### src/rtl/rel_branch_unit.sv
module rel_branch_unit #(
  parameter int PC_W       = 16,
  parameter int OFS_W      = 8,
  parameter int TAKEN_COST = 12,
  parameter int SKIP_COST  = 8,
  localparam int COST_W    = $clog2(TAKEN_COST + 1)
) (
  input  logic              clk,
  input  logic              rst_n,
  input  logic              br_req,
  input  logic [2:0]        cond_sel,
  input  logic              flag_z,
  input  logic              flag_c,
  input  logic [PC_W-1:0]   pc_in,
  input  logic [OFS_W-1:0]  disp,
  output logic              br_done,
  output logic              br_taken,
  output logic [PC_W-1:0]   next_pc,
  output logic [COST_W-1:0] cost_cycles,
  output logic              bad_cond
);

  logic hit, legal;

  always_comb begin
    legal = 1'b1;
    hit   = 1'b0;
    case (cond_sel)
      3'd0:    hit = 1'b1;
      3'd4:    hit = ~flag_z;
      3'd5:    hit = flag_z;
      3'd6:    hit = ~flag_c;
      3'd7:    hit = flag_c;
      default: legal = 1'b0;
    endcase
  end

  wire [PC_W-1:0] ofs_ext = {{(PC_W-OFS_W){disp[OFS_W-1]}}, disp};
  wire [PC_W-1:0] target  = pc_in + ofs_ext;

  always_ff @(posedge clk) begin
    if (!rst_n) begin
      br_done     <= 1'b0;
      br_taken    <= 1'b0;
      next_pc     <= '0;
      cost_cycles <= '0;
      bad_cond    <= 1'b0;
    end else begin
      br_done <= br_req;
      if (br_req) begin
        br_taken    <= hit;
        next_pc     <= hit ? target : pc_in;
        cost_cycles <= hit ? COST_W'(TAKEN_COST) : COST_W'(SKIP_COST);
        bad_cond    <= ~legal;
      end
    end
  end

endmodule

### config.mk
export PLATFORM = sky130hd
export DESIGN_NAME = rel_branch_unit
export DESIGN_NICKNAME = d
export VERILOG_FILES = /design/src/rtl/rel_branch_unit.sv
export SDC_FILE = /design/constraint.sdc
export NUM_CORES = 1
export LEC_CHECK = 0
export BUFFER_PORTS_ARGS = -buffer_cell sky130_fd_sc_hd__buf_2
export CORE_MARGIN = 2
export CORE_UTILIZATION = 45
export DETAILED_ROUTE_END_ITERATION = 6
export PLACE_DENSITY_LB_ADDON = 0.12
export SKIP_LAST_GASP = 1
export SYNTH_ARGS = -nofsm -noshare
export SYNTH_HDL_FRONTEND = slang
export SYNTH_SLANG_ARGS = --single-unit
export TNS_END_PERCENT = 10
### constraint.sdc
create_clock -name clk -period 6.58 [get_ports clk]
set_clock_uncertainty 0.15 [all_clocks]
set_input_delay 1.316 -clock clk [delete_from_list [all_inputs] [get_ports clk]]
set_output_delay 1.316 -clock clk [all_outputs]
set_load 0.01 [all_outputs]
Word level (Yosys, flattened, before mapping)
Cells that the tools add are included.
- register bits after elaboration: 23
- bits in latches: 0
- RAM bits: 0
- ROM bits: 0
- input port bits: 32
- output and inout bits: 23
- word-level logic and storage cells: 19
- memories: 0
- add/subtract/negate cells: 1
- multipliers: 0
- div/mod/pow operators: 0
- order comparisons: 0
- equality and inequality tests: 4
- shift operators: 0
- multiplexer cells: 4
- bitwise logic cells: 3
- reductions and logical operators: 2
- operator list (operator ; number):
    $add A16 B16 Y16 ; 1
    $mux W16 ; 1
    $eq A3 B3 Y1 const B ; 4
    $pmux W1 S5 ; 1
    $reduce_or A5 Y1 ; 1
    $logic_not A3 Y1 ; 1
    $mux W3 ; 1
    $not A1 Y1 ; 3
    $mux W1 ; 1

Logic depth before layout (Yosys ltp)
- depth in word-level cells: 4
- gate-level depth with buffers: 8
- depth with buffers taken out: 8

Worst setup path after synthesis
OpenSTA, ideal clock, no wires.
- path kind: input to register
- from: in pc_in[0]
- to: reg next_pc[14]
- setup time: 116 ps
- arrival: 3040 ps
- data required time: 6314 ps
- path slack: 3274 ps
- stages on the path: 8
- path buffers: 0
- cell sequence: ha_1 -> fa_1 -> a21oi_1 -> o211ai_1 -> a21o_1 -> a221oi_1 -> mux2i_1 -> nor2_1
- longest elaborated chain between the ends: 2
- ends and longest elaborated chain (element ; line ; RTL):
    start: declaration ; 14 ; input logic [PC_W-1:0] pc_in,
    $add A16 B16 Y16 ; 39 ; wire [PC_W-1:0] target = pc_in + ofs_ext;
    $mux W16 ; 52 ; next_pc <= hit ? target : pc_in;
    end signal: assignment ; 52 ;
    end: declaration ; 18 ; output logic [PC_W-1:0] next_pc,
Every way passes these cells.
A chain may end at the register's enable or synchronous reset.

Worst setup path in the final report
- from: in pc_in[0]
- to: reg next_pc[10]
The elaborated chain is that of the path after synthesis.

==> metrics.cfg <==
[sta]
slew_headroom_pct=46.9
fmax_mhz=303
drv_slew=0
hold_violations=0
worstMarginPinSlew_ps=797
rsz0062_at_grt=no
period_minus_slack_ps=3300
setup_slack_ps=3280
setup_viol_count_final=0
tns_ps=0
final.period_utilization_pct=50.1

[logic_synthesis]
synthesis.area_sq_um=1690
synth-edff-count=0
yosysWarnings=0
synthCells=208
yosys_register_bits=20
avgSynthCellArea_sq_um=8.12
synth-seq-area-share_pct=23.7
async_reset_ff_share_pct=0
ys.flop_type=dfxtp_1
synth.distinct_cells=52

[power_and_ir_drop]
peakVddDrop_mv=0.153
p_switching_mw=0.130
combPwrFrac_pct=34.5
pwr_density_cell_nw_per_um2=201
leakagePower_nw=0.938
power.internal_mw=0.272
seqPwrFrac_pct=33.8
power_mw=0.402
p_clk_share_pct=31.7
switching_share_pct=32.4

[job]
drv_cap=0

[placement]
routabilityCongestion=0.866
place_ws_ps=3000
portBuffers=52
hpwl_microns=3060
dpl_cell_area_sq_um=1930

[routing]
drt_wl_total_microns=4100
firstDrtPassIters=5
ant_nets=0
wire_per_inst_microns=13.6
drtIter0Drc=81
avgViaCountPerCell=5.61
num_vias=1694
drc=0

[clock_tree]
cts.clk_slew.worst_paths_ps=80
cts_resized=0
postCtsSetupBuffers=0
clockBufferDepth=2
cts_root_buf=clkbuf_8
cts_made_buffers=3
cts_tree=built
cts_htree_levels=1
cts_hold_buffers=0
cts_sinks=20
insertion_delay_ps=260

[run_status]
status=complete, no violations

[cells_and_area]
most-common-layout-cells=52 x buf_2, 22 x nand2_1, 20 x dfxtp_1
final_util_pct=55.1
nets=303
mostFrequentLayoutCell=buf_2
areaGrowthSynthToFinish_pct=18.5
drive_gt1_share_pct=26.4
diodes=0
stdcell_area_sq_um=2000

[critical_path]
crit_chain=buf_2, ha_1, fa_1, a21oi_1, o211ai_1, a211oi_1, nor2_1, mux2_2, a311oi_1
crit_required_ps=6610
critical_path_class=primary input to register
cp-endpoint=next_pc[10]
cpPeakStageDelay_ps=410
critPathLaunchType=primary input
crit_path_end_kind=register
arrival_ps=3330
r2r_start=next_pc[14]
r2r_end=next_pc[14]
regToRegSetupSlack_ps=5510
startpoint=pc_in[0]
path_buf_inv=1
cp.depth=9
slowest_stage=fa_1
cp_top_family=compound AO/OA/AOI/OAI gates
crit_path_max_fanout=3
r2r_cells=4

[floorplan]
die_x_microns=65.3
rows=22
die_area_sq_um=4260
start_util_pct=46.5
ios=55
die_y_microns=65.3
core_area_sq_um=3630

[global_routing]
grt_usage_pct=21.1
grt_max_degree=39
grt_antenna_before_repair=0
grt_pass1_wl_microns=7130
grt_pass1_vias=1588
grt_remaining_overflow=0

[min_path]
hold_class=register to register

## worst min-delay path: cells and delay by family (launching register included)
kind             cells  cell delay [ps]
AND/OR/NAND/NOR      2              100
flip-flops           1              330
## routing by layer
layer,track usage [%],vias up,share of wire (%)
met5,0,-,0
met3,3.77,6,5.2
met4,5.47,0,1.5
met1,29.1,768,49
li1,-,872,-
met2,34.1,48,44
## layout make-up
| cell class | count | area (sq um) |
|---|---|---|
| inverters | 6 | 22.5 |
| well taps | 48 | 60.1 |
| flip-flops and latches | 20 | 400 |
| fillers | 397 | 1630 |
| multi-input cells | 171 | 1180 |
| clock inverters | 1 | 30.0 |
| repair buffers | 53 | 268 |
| clock buffers | 3 | 41.3 |
## flip-flops by register name (all words and copies together), names as in the netlist
name         count
bad_cond         1
br_done          1
cost_cycles      2
next_pc         16
## through the flow
step / std cells / hold slack [ps]
final: 302 / 312
after floorplan: 209 / 339
after detailed placement: 298 / 297
after CTS: 302 / 317
after global routing: 302 / 334
after global placement: 298 / 289
## power by group through the flow
stage / combinational [mW] / clock, mW / sequential, mW
6_report: 0.139 / 0.128 / 0.136
5_1_grt: 0.157 / 0.134 / 0.137
4_1_cts: 0.139 / 0.129 / 0.136
3_5_place_dp: 0.138 / 0 / 0.139
3_3_place_gp: 0.138 / 0 / 0.139
2_1_floorplan: 0.0954 / 0 / 0.144
## how the worst min path moves through the flow
stage,start,end,slack (ps),cells past startpoint
floorplan,next_pc[2],next_pc[2],340,2
global placement,cost_cycles[3],cost_cycles[3],290,2
detailed placement,cost_cycles[3],cost_cycles[3],300,2
CTS,cost_cycles[3],cost_cycles[3],320,2
global route,cost_cycles[3],cost_cycles[3],330,2
finish,cost_cycles[3],cost_cycles[3],310,2
## cells by family (layout without fill, tap and decap cells)
kind of cell	Yosys count	after routing	synth area share (%)
compound gates	73	73	30.1
xor+xnor	8	8	4.15
fa+ha+maj	16	16	12.3
buf+inv	18	63	6.67
flops	20	20	23.7
mux	6	6	3.70
other cells	1	2	0.222
simple gates	66	66	19.1
## Yosys cell counts (2+ instances only)
| cell type | count | area [sq um] |
|---|---|---|
| o21ai_0 | 16 | 80.1 |
| inv_1 | 6 | 22.5 |
| a21o_1 | 5 | 37.5 |
| nor2_1 | 19 | 71.3 |
| clkbuf_8 | 3 | 41.3 |
| xor2_1 | 3 | 26.3 |
| mux2i_1 | 4 | 40.0 |
| o21a_1 | 4 | 30.0 |
| clkbuf_1 | 5 | 18.8 |
| ha_1 | 15 | 188 |
| mux2_2 | 2 | 22.5 |
| nand2_1 | 22 | 82.6 |
| a21oi_1 | 13 | 65.1 |
| a211oi_1 | 2 | 15.0 |
| dfxtp_1 | 20 | 400 |
| a31oi_1 | 6 | 37.5 |
| buf_4 | 4 | 30.0 |
| nand2b_1 | 4 | 25.0 |
| xnor2_1 | 5 | 43.8 |
| a311oi_1 | 7 | 61.3 |
| o211ai_1 | 2 | 15.0 |
| nor3_1 | 2 | 10.0 |
| o221ai_1 | 4 | 35.0 |
| nor4_1 | 2 | 12.5 |
| nand3_1 | 5 | 25.0 |
| and2_1 | 2 | 12.5 |
Power figures use the tool's default switching activity.
